$ cat src/rtl/tmr8_pkg.sv
package tmr8_pkg;
  localparam int unsigned CNT_W  = 8;
  localparam int unsigned RATE_W = 3;
  localparam int unsigned SEL_W  = 2;

  localparam logic [SEL_W-1:0] SEL_COUNT  = 2'd0;
  localparam logic [SEL_W-1:0] SEL_OPTION = 2'd1;
  localparam logic [SEL_W-1:0] SEL_CTRL   = 2'd2;

  typedef struct packed {
    logic              ext_src;
    logic              fall_edge;
    logic              to_wdt;
    logic [RATE_W-1:0] rate;
  } option_t;

  typedef struct packed {
    logic glb_en;
    logic tmr_en;
    logic flag;
  } ctrl_t;
endpackage

$ cat src/rtl/tmr8_edge_det.sv
module tmr8_edge_det #(
  parameter int unsigned STAGES = 2
) (
  input  logic clk,
  input  logic rst_n,
  input  logic pin_i,
  input  logic fall_sel_i,
  output logic hit_o
);
  logic [STAGES:0] sh_q;

  always_ff @(posedge clk or negedge rst_n) begin
    if (!rst_n) sh_q <= '0;
    else        sh_q <= {sh_q[STAGES-1:0], pin_i};
  end

  logic cur, prev;
  assign cur  = sh_q[STAGES-1];
  assign prev = sh_q[STAGES];
  assign hit_o = fall_sel_i ? (prev & ~cur) : (cur & ~prev);
endmodule

$ cat src/rtl/tmr8_prescaler.sv
module tmr8_prescaler #(
  parameter int unsigned PRE_W  = 8,
  parameter int unsigned RATE_W = 3
) (
  input  logic              clk,
  input  logic              rst_n,
  input  logic              clear_i,
  input  logic              ev_i,
  input  logic [RATE_W-1:0] rate_i,
  input  logic              to_wdt_i,
  output logic              tick_o
);
  localparam int unsigned DIV_W = $clog2(PRE_W + 1);

  logic [PRE_W-1:0] cnt_q;
  logic [DIV_W-1:0] div;
  logic [PRE_W-1:0] mask;

  // counter use divides one step more than watchdog use for the same code
  assign div  = to_wdt_i ? DIV_W'(rate_i) : DIV_W'(rate_i) + DIV_W'(1);
  assign mask = ~({PRE_W{1'b1}} << div);
  assign tick_o = ev_i && ((cnt_q & mask) == mask);

  always_ff @(posedge clk or negedge rst_n) begin
    if (!rst_n)       cnt_q <= '0;
    else if (clear_i) cnt_q <= '0;
    else if (ev_i)    cnt_q <= cnt_q + PRE_W'(1);
  end
endmodule

$ cat src/rtl/tmr8_timer.sv
module tmr8_timer
  import tmr8_pkg::*;
#(
  parameter int unsigned CYC_LOG2  = 2,
  parameter int unsigned SYNC_STGS = 2
) (
  input  logic              clk,
  input  logic              rst_n,
  input  logic              ext_pin_i,
  input  logic              wdt_tick_i,
  input  logic              wr_en_i,
  input  logic [SEL_W-1:0]  wr_sel_i,
  input  logic [CNT_W-1:0]  wr_data_i,
  output logic [CNT_W-1:0]  count_o,
  output logic [5:0]        option_o,
  output logic [2:0]        ctrl_o,
  output logic              irq_o,
  output logic              wdt_tick_o
);
  localparam logic [CNT_W-1:0] CNT_MAX = {CNT_W{1'b1}};

  option_t              opt_q;
  ctrl_t                ctl_q;
  logic [CNT_W-1:0]     cnt_q;
  logic [CYC_LOG2-1:0]  phase_q;

  logic wr_cnt, wr_opt, wr_ctl;
  assign wr_cnt = wr_en_i && (wr_sel_i == SEL_COUNT);
  assign wr_opt = wr_en_i && (wr_sel_i == SEL_OPTION);
  assign wr_ctl = wr_en_i && (wr_sel_i == SEL_CTRL);

  // instruction-cycle tick: system clock divided by 2**CYC_LOG2
  always_ff @(posedge clk or negedge rst_n) begin
    if (!rst_n)      phase_q <= '0;
    else if (wr_cnt) phase_q <= '0;
    else             phase_q <= phase_q + CYC_LOG2'(1);
  end

  logic cyc_tick;
  assign cyc_tick = &phase_q;

  logic pin_hit;
  tmr8_edge_det #(.STAGES(SYNC_STGS)) u_edge (
    .clk        (clk),
    .rst_n      (rst_n),
    .pin_i      (ext_pin_i),
    .fall_sel_i (opt_q.fall_edge),
    .hit_o      (pin_hit)
  );

  logic src_ev, pre_in, pre_tick, inc;
  assign src_ev = opt_q.ext_src ? pin_hit : cyc_tick;
  assign pre_in = opt_q.to_wdt ? wdt_tick_i : src_ev;

  tmr8_prescaler #(.PRE_W(CNT_W), .RATE_W(RATE_W)) u_pre (
    .clk      (clk),
    .rst_n    (rst_n),
    .clear_i  (wr_cnt),
    .ev_i     (pre_in),
    .rate_i   (opt_q.rate),
    .to_wdt_i (opt_q.to_wdt),
    .tick_o   (pre_tick)
  );

  assign inc        = opt_q.to_wdt ? src_ev : pre_tick;
  assign wdt_tick_o = opt_q.to_wdt & pre_tick;

  always_ff @(posedge clk or negedge rst_n) begin
    if (!rst_n)      cnt_q <= '0;
    else if (wr_cnt) cnt_q <= wr_data_i;
    else if (inc)    cnt_q <= cnt_q + CNT_W'(1);
  end

  always_ff @(posedge clk or negedge rst_n) begin
    if (!rst_n)      opt_q <= '1;
    else if (wr_opt) opt_q <= option_t'(wr_data_i[5:0]);
  end

  logic ovf;
  assign ovf = inc && !wr_cnt && (cnt_q == CNT_MAX);

  always_ff @(posedge clk or negedge rst_n) begin
    if (!rst_n) begin
      ctl_q <= '0;
    end else begin
      if (wr_ctl) begin
        ctl_q.glb_en <= wr_data_i[2];
        ctl_q.tmr_en <= wr_data_i[1];
      end
      if (ovf)         ctl_q.flag <= 1'b1;
      else if (wr_ctl) ctl_q.flag <= wr_data_i[0];
    end
  end

  assign count_o  = cnt_q;
  assign option_o = opt_q;
  assign ctrl_o   = ctl_q;
  assign irq_o    = ctl_q.flag & ctl_q.tmr_en & ctl_q.glb_en;
endmodule

$ cat config.mk
export PLATFORM = sky130hd
export DESIGN_NAME = tmr8_timer
export DESIGN_NICKNAME = d
export VERILOG_FILES = /design/src/rtl/tmr8_pkg.sv /design/src/rtl/tmr8_edge_det.sv /design/src/rtl/tmr8_prescaler.sv /design/src/rtl/tmr8_timer.sv
export SDC_FILE = /design/constraint.sdc
export NUM_CORES = 1
export LEC_CHECK = 0
export CORE_MARGIN = 5
export CORE_UTILIZATION = 30
export CTS_CLUSTER_DIAMETER = 200
export DETAILED_ROUTE_END_ITERATION = 6
export REMOVE_ABC_BUFFERS = 1
export SYNTH_ARGS = -nofsm -noshare
export SYNTH_HDL_FRONTEND = slang
export SYNTH_SLANG_ARGS = --single-unit
export TNS_END_PERCENT = 50
$ cat constraint.sdc
create_clock -name clk -period 1.8 [get_ports clk]
set_input_delay 0.27 -clock clk [delete_from_list [all_inputs] [get_ports clk]]
set_output_delay 0.27 -clock clk [all_outputs]
set_load 0.05 [all_outputs]
==> impl_metrics.env <==
export IMPL_tightest_slew_ns=0.493
export IMPL_hold_viol=0
export IMPL_finalSetupViolCount=10
export IMPL_drt_first_iter_violations=49
export IMPL_place_inst=269
export IMPL_antenna_left=0
export IMPL_cp_startpoint="option_o[0]$_DFFE_PN1P_"
export IMPL_clkSlewWorstSetupHoldPaths_ns=0.07
export IMPL_timing_final_ws_setup_ns=-0.429
export IMPL_synth_commonest_cells="dfrtp_1, nand2_1, nor2_1"
export IMPL_dieWidth_um=83.5
export IMPL_clock_path_buffers=2
export IMPL_grt_pass1_vias=1343
export IMPL_vias=1322
export IMPL_yosysSeqAreaShare_pct=46.8
export IMPL_stdcell_area_sq_um=2360
export IMPL_layout_min_cycle_time_ns=2.23
export IMPL_syn_mean_instance_area_sq_um=10.8
export IMPL_maxUsedRoutingLayer="met4"
export IMPL_netlist_top_cells_area="dfrtp_1, dfstp_2, mux2_2"
export IMPL_hpwl_um=2770
export IMPL_cts_sinks=30
export IMPL_holdWs_ns=0.352
export IMPL_worstSetupStartpointType="flop"
export IMPL_regToRegStartpoint="option_o[0]$_DFFE_PN1P_"
export IMPL_r2r_worst_path_cells=10
export IMPL_yosysUniqueCellTypes=43
export IMPL_via_per_inst=4.72
export IMPL_hold_buffers=0
export IMPL_die_h_um=83.5
export IMPL_endpoint_kind="flop"
export IMPL_synth_async_reset_ratio_pct=100
export IMPL_num_rows=26
export IMPL_synthCells=150
export IMPL_crit_path_max_fanout=7
export IMPL_firstDrtPassIters=4
export IMPL_antenna_found_initial=0
export IMPL_status="finished with violations"
export IMPL_clk_latency_ns=0.28
export IMPL_p_total_mw=3.30
export IMPL_maxCapViolations=0
export IMPL_critPathKind="reg -> reg"
export IMPL_rsz0062_at_grt="true"
export IMPL_netlist_area_sq_um=1620
export IMPL_overflow=0
export IMPL_violations="setup timing"
export IMPL_final_nets=228
export IMPL_wl_met3_um=246
export IMPL_fmax_mhz=449
export IMPL_fin_crit_sh_pct=124
export IMPL_r2r_end="count_o[7]$_DFFE_PN0P_"
export IMPL_grt_pass1_wl_um=6420
export IMPL_r2r_slack_ns=-0.43
export IMPL_synth_top_area_share_pct=37.0
export IMPL_clockRootBuffer="clkbuf_8"
export IMPL_power_leakage_nw=1.03
export IMPL_ys_warn_count=0
export IMPL_grt_max_degree=31
export IMPL_critPathRequiredTime_ns=1.97
export IMPL_syn_to_final_growth_pct=45.8
export IMPL_dieArea_sq_um=6980
export IMPL_gp_congestion=0.830
export IMPL_arrival_ns=2.40
export IMPL_synthFlopType="dfrtp_1"
export IMPL_yosysTopAreaCell="dfrtp_1"
export IMPL_layoutNonFillerInstCount=280
export IMPL_antennaDiodeCount=0
export IMPL_cts_made_buffers=5
export IMPL_yosys_register_bits=30
export IMPL_grt_usage_pct=11.5
export IMPL_wl_met1_um=1780
export IMPL_crit_end="count_o[7]$_DFFE_PN0P_"
export IMPL_io_buffers=33
export IMPL_core_area_sq_um=5170
export IMPL_post_dp_cell_area_sq_um=2170
export IMPL_layout_drive_gt1_share_pct=38.6
export IMPL_power_density_nw_per_um2=1400
export IMPL_dp_slack_ns=-0.295
export IMPL_hold_class="reg -> reg"
export IMPL_met2WireLength_um=1650
export IMPL_tritoncts="built"
export IMPL_synthMostInstantiatedCell="dfrtp_1"
export IMPL_synth_edf_count=0
export IMPL_routedWlPerCell_um=13.3
export IMPL_slew_violations=0
export IMPL_slew_headroom_pct=67.0
export IMPL_routed_wl_um=3730
export IMPL_start_util_pct=31.3
export IMPL_vdd_drop_max_mv=0.666
export IMPL_finalClockSkew_ns=0.00628
export IMPL_h_tree_depth=2
export IMPL_drt_drc_violations_left=0
export IMPL_ioPinCount=34
==> sequential cells by signal (all words and copies together), names as in the netlist <==
register     flops
count_o          8
ctrl_o           3
option_o         6
phase_q          2
u_edge.sh_q      3
u_pre.cnt_q      8
==> layout by cell type, fill, tap and decap left out, types with 3 or more instances in the layout <==
master	synthesis	layout
nand2_1	16	16
mux2_2	9	9
xor2_1	7	7
ha_1	4	3
dfrtp_1	24	24
nand3_1	4	4
nor2_1	14	12
clkbuf_8	0	6
clkdlybuf4s50_1	0	15
xnor2_1	7	7
o21ai_1	5	6
dfstp_2	6	6
and3_1	6	6
buf_12	0	5
buf_4	2	38
==> metrics by stage <==
stage / util [%] / TNS (ns)
after floorplan: - / -5.90
after detailed placement: 41.9 / -2.28
after CTS: 45.5 / -2.78
after global routing: 45.7 / -4.36
after global placement: 41.9 / -2.13
final: 45.7 / -3.20
==> kinds of logic (layout without fill, tap and decap cells) <==
family / Yosys count / after routing / synth area share [%]
buffers and inverters: 7 / 67 / 3.01
DFF: 30 / 30 / 46.8
muxes: 11 / 11 / 7.48
adders and majority gates: 4 / 4 / 3.09
xor gates and xnor gates: 14 / 14 / 7.56
and+or+nand+nor: 60 / 60 / 20.8
AOI/OAI and AO/OA: 24 / 24 / 11.3
==> report_power, final <==
group,leakage [nW],internal [mW],switching (mW)
logic,0.613,0.701,0.877
clock network,0.0585,0.451,0.253
registers,0.358,0.860,0.159
total,1.03,2.01,1.29
==> worst min path at each step <==
stage / start / to / slack [ns] / cells past startpoint
after floorplan: rst_n / count_o[0]$_DFFE_PN0P_ / -0.03 / 0
after global placement: u_edge.sh_q[0]$_DFF_PN0_ / u_edge.sh_q[1]$_DFF_PN0_ / 0.33 / 0
after detailed placement: u_edge.sh_q[0]$_DFF_PN0_ / u_edge.sh_q[1]$_DFF_PN0_ / 0.34 / 0
after CTS: u_edge.sh_q[0]$_DFF_PN0_ / u_edge.sh_q[1]$_DFF_PN0_ / 0.36 / 0
after global routing: u_edge.sh_q[0]$_DFF_PN0_ / u_edge.sh_q[1]$_DFF_PN0_ / 0.37 / 0
final: u_edge.sh_q[0]$_DFF_PN0_ / u_edge.sh_q[1]$_DFF_PN0_ / 0.35 / 0
==> worst max-delay path, cell delays in order (launching register included) <==
cell,delay (ns)
dfstp_2,0.56
ha_4,0.21
nor3b_1,0.13
a31oi_1,0.20
a2bb2oi_2,0.18
buf_4,0.14
a21oi_4,0.05
buf_12,0.14
nor3_4,0.21
nor2_1,0.07
a211o_1,0.22
==> routing by layer <==
metal  global-route usage (%)  vias to the layer above
li1                         -                      651
met1                     15.7                      627
met2                     16.9                       38
met3                     3.46                        6
met4                     4.82                        0
met5                        0                        -
==> layout make-up <==
cell class / count / area (sq um)
clock buffers: 7 / 86.3
clock inverters: 1 / 30.0
fillers: 487 / 2810
inverters: 1 / 3.75
multi-input cells: 113 / 862
flip-flops and latches: 30 / 758
well taps: 70 / 87.6
repair buffers: 58 / 536
==> timing repair <==
action / in CTS / in global routing
buffers inserted: 3 / 1
gates resized for setup: 7 / 2
pin swaps: 13 / 6
endpoints found under the setup margin: 10 / 11
Power figures use the tool's default switching activity.
